## src/rtl/dmx_pkg.sv

```systemverilog
package dmx_pkg;
    typedef enum logic [1:0] {
        ST_IDLE  = 2'd0,
        ST_LEAD  = 2'd1,
        ST_TRAIL = 2'd2
    } seq_state_t;
endpackage

```

## src/rtl/dmx_in_latch.sv

```systemverilog
module dmx_in_latch #(
    parameter int W = 12
) (
    input  logic         clk,
    input  logic         rst,
    input  logic         load,
    input  logic [W-1:0] d,
    output logic [W-1:0] q
);
    always_ff @(posedge clk) begin
        if (rst)       q <= '0;
        else if (load) q <= d;
    end
endmodule

```

## src/rtl/dmx_seq.sv

```systemverilog
module dmx_seq
    import dmx_pkg::*;
(
    input  logic clk,
    input  logic rst,
    input  logic edge_1x,
    output logic ld_lead,
    output logic ld_trail,
    output logic phase,
    output logic valid
);
    seq_state_t state_q, state_d;
    logic       valid_q;

    always_ff @(posedge clk) begin
        if (rst) begin
            state_q <= ST_IDLE;
            valid_q <= 1'b0;
        end else begin
            state_q <= state_d;
            if (edge_1x && state_q != ST_IDLE) valid_q <= 1'b1;
        end
    end

    always_comb begin
        state_d  = state_q;
        ld_lead  = 1'b0;
        ld_trail = 1'b0;
        unique case (state_q)
            ST_IDLE: begin
                if (edge_1x) begin
                    state_d = ST_LEAD;
                    ld_lead = 1'b1;
                end
            end
            ST_LEAD: begin
                if (edge_1x) begin
                    ld_lead = 1'b1;
                end else begin
                    state_d  = ST_TRAIL;
                    ld_trail = 1'b1;
                end
            end
            ST_TRAIL: begin
                if (edge_1x) begin
                    state_d = ST_LEAD;
                    ld_lead = 1'b1;
                end
            end
            default: state_d = ST_IDLE;
        endcase
    end

    assign phase = (state_q == ST_TRAIL);
    assign valid = valid_q;
endmodule

```

## src/rtl/dmx_out_reg.sv

```systemverilog
module dmx_out_reg #(
    parameter int W = 12
) (
    input  logic         clk,
    input  logic         rst,
    input  logic         ld_lead,
    input  logic         ld_trail,
    input  logic [W-1:0] lead_word,
    input  logic [W-1:0] trail_word,
    output logic [W-1:0] q
);
    always_ff @(posedge clk) begin
        if (rst)           q <= '0;
        else if (ld_lead)  q <= lead_word;
        else if (ld_trail) q <= trail_word;
    end
endmodule

```

## src/rtl/interleave_dac_mux.sv

```systemverilog
module interleave_dac_mux #(
    parameter int W = 12
) (
    input  logic         clk,
    input  logic         rst,
    input  logic         edge_1x,
    input  logic [W-1:0] port_a,
    input  logic [W-1:0] port_b,
    output logic [W-1:0] dout,
    output logic         dout_valid,
    output logic         second_half
);
    localparam int NPORT = 2;

    logic [W-1:0] port_d [NPORT];
    logic [W-1:0] port_q [NPORT];
    logic [W-1:0] a_q, b_q;
    logic         ld_lead, ld_trail;

    assign port_d[0] = port_a;
    assign port_d[1] = port_b;

    for (genvar i = 0; i < NPORT; i++) begin : g_lat
        dmx_in_latch #(.W(W)) u_lat (
            .clk  (clk),
            .rst  (rst),
            .load (edge_1x),
            .d    (port_d[i]),
            .q    (port_q[i])
        );
    end

    assign a_q = port_q[0];
    assign b_q = port_q[1];

    dmx_seq u_seq (
        .clk      (clk),
        .rst      (rst),
        .edge_1x  (edge_1x),
        .ld_lead  (ld_lead),
        .ld_trail (ld_trail),
        .phase    (second_half),
        .valid    (dout_valid)
    );

    dmx_out_reg #(.W(W)) u_out (
        .clk        (clk),
        .rst        (rst),
        .ld_lead    (ld_lead),
        .ld_trail   (ld_trail),
        .lead_word  (b_q),
        .trail_word (a_q),
        .q          (dout)
    );
endmodule

```

## config.mk

```make
export PLATFORM = sky130hd
export DESIGN_NAME = interleave_dac_mux
export DESIGN_NICKNAME = d
export VERILOG_FILES = /design/src/rtl/dmx_pkg.sv /design/src/rtl/dmx_in_latch.sv /design/src/rtl/dmx_seq.sv /design/src/rtl/dmx_out_reg.sv /design/src/rtl/interleave_dac_mux.sv
export SDC_FILE = /design/constraint.sdc
export NUM_CORES = 1
export LEC_CHECK = 0
export BUFFER_PORTS_ARGS = -buffer_cell sky130_fd_sc_hd__buf_2
export CAP_MARGIN = 25
export CORE_MARGIN = 1.5
export CORE_UTILIZATION = 50
export CTS_CLUSTER_SIZE = 25
export DETAILED_ROUTE_END_ITERATION = 12
export PLACE_DENSITY = 0.76
export SYNTH_ARGS = -nofsm -noshare
export SYNTH_HDL_FRONTEND = slang
export SYNTH_SLANG_ARGS = --single-unit
```

## constraint.sdc

```tcl
create_clock -name clk -period 2.1 [get_ports clk]
set_input_delay 0.105 -clock clk [delete_from_list [all_inputs] [get_ports clk]]
set_output_delay 0.105 -clock clk [all_outputs]
set_load 0.05 [all_outputs]
```

# [Word-level counts from Yosys, hierarchy flattened]
# Cells that the tools add are included.
[totals] regBits=39 in_bits=27
[op_classes] eq_ne=4 n_mux=9 reduce_logical=7
[op_table] cell="2-to-1 mux 12 bit" n=2
[op_table] cell="2-to-1 mux 1 bit" n=4
[op_table] cell="2-to-1 mux 2 bit" n=2
[op_table] cell="case mux 2 bit (2 select lines)" n=1
[op_table] cell="nonzero test 2 bit" n=2
[op_table] cell="OR reduction 3 bit" n=1
[op_table] cell="== test 2 x 1 -> 1 bit, second input constant" n=1
[op_table] cell="== test 2 bit, second input constant" n=1
[op_table] cell="zero test 2 bit" n=1
[op_table] cell="!= test 2 x 1 -> 1 bit, second input constant" n=1
[op_table] cell="!= test 2 bit, second input constant" n=1
[op_table] cell="AND reduction 2 bit" n=1
[op_table] cell="OR reduction 2 bit" n=1
[op_table] cell="logical AND 1 bit" n=1

# [Depth between registers and ports, before layout]
# Gate-level depths: netlist (run 1).
[depth] word_depth=4 ltp_mapped=5 mapped_depth_nobuf=3

# [By module]
# A second synthesis (run 1) with hierarchy kept.
[hier_totals] hier_cells=141 area_unflattened_um2=1571.5
[by_module_without_submodules] mod="dmx_in_latch" instances=2 cells_per_inst=38 area_each_um2=420.4 seq_area_each_um2=240.2
[by_module_without_submodules] mod="dmx_out_reg" instances=1 cells_per_inst=53 area_each_um2=603.1 seq_area_each_um2=240.2
[by_module_without_submodules] mod="dmx_seq" instances=1 cells_per_inst=12 area_each_um2=127.6 seq_area_each_um2=60.1

# [Least setup slack after synthesis (run 1)]
# OpenSTA, ideal clock, no wires.
[synth_path] kind="flip-flop to output port" startpoint="reg u_seq.state_q[1]" endpoint="out second_half" t_arrival_ns=1.076 required_ns=1.995 path_slack_ns=0.919 path_stages_with_launch=2 path_cell_list="dfxtp_1 nor2b_1"
[synth_between] elab_chain_cells=1
[synth_rtl] element="start: declaration" line="dmx_seq.sv:12" rtl="seq_state_t state_q, state_d;"
[synth_rtl] element="start signal: assignment" line="dmx_seq.sv:20" rtl="state_q <= state_d;"
[synth_rtl] element="== test 2 bit" line="dmx_seq.sv:54" rtl="assign phase = (state_q == ST_TRAIL);"
[synth_rtl] element="end: declaration" line="interleave_dac_mux.sv:11" rtl="output logic second_half"
# Every way passes these cells.

# [Worst setup path after layout (run 1)]
[layout_path] startpoint="reg u_seq.state_q[0]" endpoint="reg u_out.q[0]"
[layout_between] elab_chain_cells=4 word_cells_on_any_way=8 classes_between="eq/ne (2); mux (3); reduce/logical (3)"
[layout_rtl] element="== test 2 bit (tied with other cells)" line="dmx_seq.sv:29" rtl="unique case (state_q)"
[layout_rtl] element="OR reduction 3 bit (no line)"
[layout_rtl] element="2-to-1 mux 1 bit"
[layout_rtl] element="2-to-1 mux 12 bit or nonzero test 2 bit (tied branches)"
[layout_rtl] element="end signal: assignment" line="dmx_out_reg.sv:14" rtl="else if (ld_lead) q <= lead_word;"
[layout_rtl] element="end signal: assignment" line="dmx_out_reg.sv:15" rtl="else if (ld_trail) q <= trail_word;"
[layout_rtl] element="end: declaration" line="dmx_out_reg.sv:10" rtl="output logic [W-1:0] q"
# Parallel ways exist; a longest one is shown, timed or not.
# A chain may end at the register's enable or synchronous reset.

==> run_results.csv, run 1 <==
group,metric,value,unit
layout,nets,217,
placement,port_buffers,40,
synthesis,netlist_instances,145,
drt,drt_wl_total,2.95,mm
setup_path,worstSetupPathType,"register to register",
cts,root_buffer,"clkbuf_4",
floorplan,coreArea,3000,um2
floorplan,start_util,52.0,%
cts,cts_tree,"done",
drt,post_drt_wl_per_cell,13.3,um
synthesis,synth-compound-area-share,13.5,%
hold_path,min_path_type,"primary input to register",
synthesis,yosys.area.top_type_share,50.0,%
drt,drtIter0Drc,36,
timing,period_needed,1.33,ns
synthesis,postSynthAreaPerCell,10.8,um2
setup_path,cp.arrival,1.58,ns
cts,cts_max_path_buffers,2,
status,status,"finished, final reports clean",
synthesis,synthMuxAreaShare,23.1,%
floorplan,die-area,3470,um2
pwr,power.total,1420,uW
synthesis,synth-simple-area-share,8.41,%
synthesis,ys_warn_count,0,
drt,drc,0,
floorplan,io_pins,41,
flow_run,cap_violations,0,
placement,placed_area,1760,um2
drt,firstDrtPassIters,4,
timing,maxSlewViolCount,0,
timing,rsz0062_at_grt,"false",
layout,n_antenna_cell,0,
placement,post-dp-hpwl,2.10,mm
synthesis,post-synth-top-count-cell,"dfxtp_1",
setup_path,crit_required,2.35,ns
synthesis,ys_top_cells_by_area,"dfxtp_1 (50%), mux2i_1 (23%), a211oi_2 (8.0%)",
global_routing,grt_pass1_wl,5.01,mm
timing,hold_viol,0,
pwr,cellLeakagePower,0.000884,uW
synthesis,synth.top_cells.by_count,"dfxtp_1 (39), mux2i_1 (36), nor2_1 (24)",
global_routing,grt_max_degree,27,
synthesis,synth_top_family_by_area,"multiplexers",
setup_path,crit_fanout,14,
timing,tightest_slew,0.422,ns
floorplan,floorplan.rows,20,
pwr,worst_ir_drop_vdd,0.383,mV
layout,fin_util,62.8,%
synthesis,yosys_most_used_dff,"dfxtp_1",
timing,max_freq,0.753,GHz
cts,cts_buffers,5,
cts,cts.sinks,39,
timing,max-slew-margin-rel,71.8,%
layout,stdcell_count,222,
drt,via_per_inst,5.24,
synthesis,syn_nets,172,
floorplan,die_h,58.9,um
global_routing,grt_pass1_vias,1150,
synthesis,synthXorXnorAreaFrac,0.561,%
layout,fill_cells,254,
synthesis,synth-async-reset-ratio,0,%
synthesis,ys_types,19,
timing,finalCritPeriodShare,63.3,%
cts,cts_setup_buffers,0,
drt,ant_nets,0,
pwr,power.density,751,nW/um2
layout,drive_above_1_share,31.2,%
synthesis,yosysTopAreaCell,"dfxtp_1",
setup_path,cp-end-kind,"register",
timing,fin_skew,0.0101,ns
synthesis,syn_area,1560,um2
placement,gp_congestion,0.649,
floorplan,dieWidth,58.9,um
cts,worstSkewPairLatency,0.34,ns
timing,setup_viol,0,
layout,final_cell_area,1890,um2
synthesis,yosys_register_bits,39,
layout,area_growth,20.8,%
synthesis,ys_seq_area_share,50.0,%
global_routing,grt_use_total,19.7,%
timing,setup_tns,0,ns
cts,path_clk_slew,0.10,ns
cts,htree_levels,2,
global_routing,grt.overflow.total,0,
synthesis,synth_edf_count,0,
placement,dpl.cell_count,208,
setup_path,start_kind,"register",
drt,via_count,1163,
global_routing,grt_antenna_before_repair,0,
synthesis,yosys.area_share.adder,0,%
-- kinds of logic (layout without fill, tap and decap cells) --
kind of cell / Yosys count / in the layout
muxes: 36 / 36
buffers and inverters: 13 / 57
xor gates and xnor gates: 1 / 1
and+or+nand+nor: 30 / 30
AOI/OAI and AO/OA: 26 / 26
DFF: 39 / 39
-- worst paths after layout --
kind	from	endpoint	slack (ns)	cells after the start
worst max-delay path	u_seq.state_q[0]	u_out.q[0]	0.77	3
worst min-delay path	port_b[1]	g_lat[1].u_lat.q[1]	0.007	3
worst max register to register	u_seq.state_q[0]	u_out.q[0]	0.77	3
worst min register to register	u_seq.valid	u_seq.valid	0.46	2
-- worst max-delay path: stages (launching register included) --
cell      delay (ns)
dfxtp_1         0.42
nand2_1         0.29
and2_4          0.31
a211oi_1        0.22
-- registers in the layout, summed over array words and instances, names as in the netlist --
register / flops
g_lat.u_lat.q: 24
u_out.q: 12
u_seq.valid: 1
u_seq.state_q: 2
-- cell usage in the layout (no fill, tap or decap) --
cell	instances
clkbuf_1	1
o21ai_0	1
clkbuf_4	5
or2_4	1
buf_4	1
a21oi_1	13
a211oi_1	2
dfxtp_1	39
nor2b_1	1
buf_12	1
dlygate4sd3_1	8
xnor2_1	1
nand2_1	1
a211oi_2	10
inv_1	1
mux2i_1	36
nor3_1	1
and2_4	1
and3b_1	1
buf_2	40
nor2_1	24
-- what timing repair did --
| item | in CTS | in global routing |
|---|---|---|
| hold buffers | 8 | 0 |
| hold endpoints to repair | 8 | 0 |
| resized for setup | 0 | 0 |
-- routing by layer --
metal	track usage, %	vias up	routed length, um
met4	11.7	0	35
met2	31.1	28	1440
met3	5.71	4	169
met1	23.6	535	1300
met5	0	-	0
li1	-	596	-
-- final cells by class --
class / instances / area, um2 / share of cell area, %
flip-flops and latches: 39 / 781 / 41.4
multi-input cells: 93 / 711 / 37.7
repair buffers: 50 / 308 / 16.3
inverters: 1 / 3.75 / 0.199
clock buffers: 6 / 41.3 / 2.19
well taps: 33 / 41.3 / 2.19
-- power by group --
part	leakage (uW)	internal, uW	switching (uW)	total (uW)
clock	0.0000242	119	214	333
sequential	0.000322	788	26.2	814
combinational	0.000538	107	163	270
total	0.000884	1010	403	1420
-- stage by stage --
stage | hold slack, ns | setup slack (ns)
global placement | 0.341 | 0.887
floorplan | 0.252 | 0.919
global route | 0.00934 | 0.669
finish | 0.00674 | 0.772
CTS | 0.00232 | 0.775
detailed placement | 0.351 | 0.793
No activity file was read; power rests on OpenSTA's default activity.
==> inputs of run 2 (changes only) <==
Clock period 2.1 ns to 1.3 ns, I/O delays scaled along.
==> run 2 against run 1 <==
Power is 75% higher. Setup slack worse by 0.69 ns. Non-clock buffer count is 20 higher. Final cell count is 9.9% higher. Clock power is 110% higher. Critical path type unchanged. Largest power group unchanged. Highest routed layer unchanged.
==> run_results.csv, run 2 (synthesis gave the netlist of run 1 again) <==
group,metric,value,unit
status,status,"finished, final reports clean",
timing,max_freq,0.818,GHz
layout,fill_cells,241,
flow_run,cap_violations,0,
global_routing,grt_antenna_before_repair,0,
layout,n_antenna_cell,0,
timing,fin_skew,0.00670,ns
drt,via_count,1247,
floorplan,io_pins,41,
cts,cts_max_path_buffers,2,
setup_path,cp-end-kind,"register",
hold_path,min_path_type,"primary input to register",
cts,worstSkewPairLatency,0.34,ns
global_routing,grt_use_total,21.6,%
floorplan,die_h,58.9,um
cts,cts_buffers,5,
cts,cts.sinks,39,
layout,nets,237,
cts,cts_hold_buf,24,
layout,fin_util,70.0,%
layout,layout_common_cells,"buf_2 (40), dfxtp_1 (39), mux2i_1 (36)",
floorplan,dieWidth,58.9,um
global_routing,grt_max_degree,23,
setup_path,start_kind,"register",
timing,finalCritPeriodShare,94.0,%
timing,rsz0062_at_grt,"false",
drt,wl_met1,1.48,mm
floorplan,coreArea,3000,um2
timing,setup_tns,0,ns
placement,dpl.cell_count,212,
placement,post-dp-hpwl,2.22,mm
drt,wl_met3,125,um
placement,pre_cts_slack,0.107,ns
pwr,power.total,2490,uW
pwr,power.density,1180,nW/um2
setup_path,rr_worst_depth,3,
timing,fin_ws,0.0782,ns
drt,dr_wl_met2,1.66,mm
setup_path,crit_required,1.56,ns
drt,post_drt_wl_per_cell,13.7,um
hold_path,hold-path-endpoint,"u_seq.valid",
timing,max-slew-margin-rel,70.7,%
cts,cts_setup_buffers,0,
setup_path,crit_fanout,13,
timing,period_needed,1.22,ns
setup_path,cp.arrival,1.48,ns
floorplan,die-area,3470,um2
drt,highest_layer,"met4",
floorplan,floorplan.rows,20,
global_routing,grt_pass1_wl,5.58,mm
placement,gp_congestion,0.730,
setup_path,worstReg2RegEnd,"u_out.q[0]",
setup_path,r2r_setup_slack,0.08,ns
cts,path_clk_slew,0.11,ns
layout,drive_above_1_share,30.8,%
hold_path,min_path_cells,3,
hold_path,worstHoldStart,"edge_1x",
drt,drtIter0Drc,28,
cts,cts_tree,"done",
global_routing,grt_pass1_vias,1259,
timing,maxSlewViolCount,0,
timing,tightest_slew,0.439,ns
floorplan,start_util,52.0,%
layout,largest_reg_flops,24,
layout,area_growth,34.7,%
global_routing,grt.overflow.total,0,
cts,cts_resized,0,
pwr,worst_ir_drop_vdd,0.933,mV
drt,drt_wl_total,3.33,mm
layout,stdcell_count,244,
drt,ant_nets,0,
pwr,cellLeakagePower,0.000984,uW
timing,setup_viol,0,
cts,root_buffer,"clkbuf_4",
setup_path,worstSetupPathType,"register to register",
placement,port_buffers,40,
drt,via_per_inst,5.11,
layout,layout_commonest_cell,"buf_2",
setup_path,r2r-start,"u_seq.state_q[0]",
drt,drc,0,
cts,htree_levels,2,
timing,hold_viol,0,
layout,largest_register,"g_lat.u_lat.q",
layout,reg_top3,"g_lat.u_lat.q x24, u_out.q x12, u_seq.state_q x2",
drt,firstDrtPassIters,4,
==> run 2: cell count changes in the layout (fill, tap and decap cells not counted) <==
| cell | previous run | this run |
|---|---|---|
| buf_4 | 1 | 5 |
| clkbuf_8 | 0 | 2 |
| dlygate4sd3_1 | 8 | 24 |
==> run 2: worst max-delay path: stages, from the launching register on <==
cell and delay [ns]:
dfxtp_1 0.37, or2_4 0.31, and2_4 0.24, a211oi_1 0.21
==> run 2: per-stage QoR <==
step | hold slack [ns] | area (um2)
after floorplan | 0.212 | 1560
after global placement | 0.300 | 1790
after detailed placement | 0.311 | 1790
after CTS | 0.0263 | 2100
after global routing | 0.0694 | 2100
final | 0.0449 | 2100
==> run 2: area by class of cell <==
| type | instances | area [um2] | share of cell area (%) |
|---|---|---|---|
| Multi-Input combinational cell | 93 | 711 | 33.8 |
| Tap cell | 33 | 41.3 | 1.96 |
| Sequential cell | 39 | 781 | 37.1 |
| Inverter | 1 | 3.75 | 0.178 |
| Clock buffer | 8 | 68.8 | 3.27 |
| Timing Repair Buffer | 70 | 498 | 23.7 |
==> run 2: power by group <==
group | internal (uW) | total (uW) | switching, uW
Combinational | 210 | 482 | 273
Sequential | 1270 | 1320 | 45.0
Clock | 318 | 686 | 367
Total | 1800 | 2490 | 685
==> run 2: worst max-delay path by stage <==
stage / startpoint / endpoint / slack, ns / cells after the start
after floorplan: u_seq.state_q[1] / second_half / 0.16 / 1
after global placement: u_seq.state_q[0] / u_out.q[0] / 0.17 / 3
after detailed placement: u_seq.state_q[0] / u_out.q[0] / 0.11 / 3
after CTS: u_seq.state_q[1] / second_half / 0.06 / 2
after global routing: u_seq.state_q[0] / u_out.q[0] / 0.009 / 4
final: u_seq.state_q[0] / u_out.q[0] / 0.08 / 3
==> run 2: routing by layer <==
layer	up-vias	GRT usage [%]
met5	-	0
met1	576	26.0
li1	634	-
met2	28	35.7
met3	9	5.27
met4	0	10.7
==> inputs of run 3 (changes only) <==
Settings changed: PLACE_DENSITY 0.76 to 0.88.
==> run 3 against run 2 <==
Clock-buffer cell count down 2. Wire length is 1.8% lower. Combinational power barely moved. Non-clock buffer count did not move.
==> run_results.csv, run 3 (synthesis gave the netlist of run 1 again) <==
group,metric,value,unit
timing,tightest_slew,0.476,ns
drt,wl_met3,162,um
setup_path,cp.arrival,1.18,ns
floorplan,die-area,3470,um2
cts,cts_buffers,5,
drt,drtIter0Drc,23,
pwr,intPower,2080,uW
global_routing,grt_pass1_vias,1285,
pwr,comb_power_share,17.3,%
timing,fin_skew,0.0130,ns
setup_path,path_cells,"nor2b_1 -> clkbuf_4",
layout,area_growth,36.1,%
layout,reg_top3,"g_lat.u_lat.q x24, u_out.q x12, u_seq.state_q x2",
floorplan,floorplan.rows,20,
cts,htree_levels,2,
hold_path,min_path_type,"primary input to register",
floorplan,die_h,58.9,um
pwr,cellLeakagePower,0.000993,uW
timing,finalCritPeriodShare,95.5,%
cts,cts_max_path_buffers,2,
drt,wl_met1,1.40,mm
pwr,pwr-share-seq,47.5,%
drt,drt_wl_total,3.27,mm
layout,largest_reg_flops,24,
layout,largest_register,"g_lat.u_lat.q",
drt,via_count,1260,
timing,rsz0062_at_grt,"false",
layout,fin_util,70.8,%
global_routing,grt_antenna_before_repair,0,
drt,drc,0,
floorplan,io_pins,41,
placement,gp_congestion,0.696,
setup_path,slowest_stage,"dfxtp_1",
timing,period_needed,1.24,ns
timing,setup_tns,0,ns
setup_path,crit_fanout,4,
drt,post_drt_wl_per_cell,13.4,um
flow_run,cap_violations,0,
global_routing,grt_pass1_wl,5.26,mm
setup_path,worstSetupPathType,"register to output port",
global_routing,grt_use_total,20.5,%
setup_path,crit_required,1.24,ns
status,status,"finished, final reports clean",
timing,max_freq,0.806,GHz
cts,cts.sinks,39,
layout,nets,237,
pwr,power.density,1300,nW/um2
pwr,clkPwrFrac,35.2,%
floorplan,start_util,52.0,%
pwr,worst_ir_drop_vdd,0.882,mV
cts,worstSkewPairLatency,0.34,ns
global_routing,grt.overflow.total,0,
layout,fill_cells,244,
cts,path_clk_slew,0.11,ns
pwr,p_sw,691,uW
timing,maxSlewViolCount,0,
setup_path,cp-end-kind,"output port",
drt,via_per_inst,5.16,
placement,post-dp-hpwl,2.22,mm
pwr,p_sw_share,24.9,%
drt,ant_nets,0,
setup_path,critPathMaxStageDelay,0.41,ns
cts,cts_tree,"done",
drt,firstDrtPassIters,4,
layout,drive_above_1_share,30.8,%
layout,layout_common_cells,"dfxtp_1 (39), buf_2 (39), mux2i_1 (36)",
floorplan,coreArea,3000,um2
placement,port_buffers,40,
timing,max-slew-margin-rel,68.3,%
drt,highest_layer,"met4",
setup_path,start_kind,"register",
floorplan,dieWidth,58.9,um
drt,dr_wl_met2,1.68,mm
cts,root_buffer,"clkbuf_4",
global_routing,grt_max_degree,24,
layout,n_antenna_cell,0,
timing,setup_viol,0,
timing,hold_viol,0,
run 3: layout make-up:
type | count | area [um2] | area share, %
Clock buffer | 6 | 41.3 | 1.94
Clock inverter | 2 | 60.1 | 2.83
Inverter | 1 | 3.75 | 0.177
Multi-Input combinational cell | 93 | 711 | 33.4
Sequential cell | 39 | 781 | 36.7
Tap cell | 33 | 41.3 | 1.94
Timing Repair Buffer | 70 | 488 | 23.0
run 3: power by group through the flow:
| stage | registers, uW | clock network (uW) | logic, uW |
|---|---|---|---|
| 2_1_floorplan | 1440 | 0 | 218 |
| 3_3_place_gp | 1340 | 0 | 407 |
| 3_5_place_dp | 1340 | 0 | 423 |
| 4_1_cts | 1320 | 996 | 479 |
| 5_1_grt | 1330 | 1040 | 513 |
| 6_report | 1320 | 975 | 479 |
run 3: worst paths after layout:
path / end / slack (ns) / depth (start not counted) / start
worst max-delay path: second_half / 0.06 / 2 / u_seq.state_q[1]
worst min-delay path: g_lat[0].u_lat.q[4] / 0.15 / 2 / rst
worst max register to register: u_out.q[0] / 0.08 / 3 / u_seq.state_q[0]
worst min register to register: u_seq.valid / 0.47 / 2 / u_seq.valid
run 3: routing by layer:
metal / track usage, % / up-vias
li1: - / 633
met5: 0 / -
met3: 7.47 / 4
met2: 38.3 / 35
met4: 5.84 / 0
met1: 21.3 / 588
run 3: metrics by stage:
step                power, uW  hold slack [ns]  cell area, um2  instances  setup WS (ns)
global placement         1750            0.300            1780        212          0.168
floorplan                1660            0.212            1560        145          0.159
finish                   2770            0.153            2130        244         0.0588
detailed placement       1770            0.308            1780        212          0.114
global route             2880            0.155            2130        244        0.00122
CTS                      2790            0.132            2120        244         0.0276
run 3: timing repair:
| action | 4_1_cts | 5_1_grt |
|---|---|---|
| hold buffers | 24 | 0 |
| gates resized for setup | 0 | 1 |
| endpoints found under the hold margin | 24 | 0 |
| buffers inserted | 0 | 0 |
| endpoints found under the setup margin | 0 | 1 |
run 3: worst max-delay path, delay by kind of cell, from the launching register on:
kind,cells,cell delay (ns)
buffers and inverters,1,0.25
and+or+nand+nor,1,0.18
DFF,1,0.41
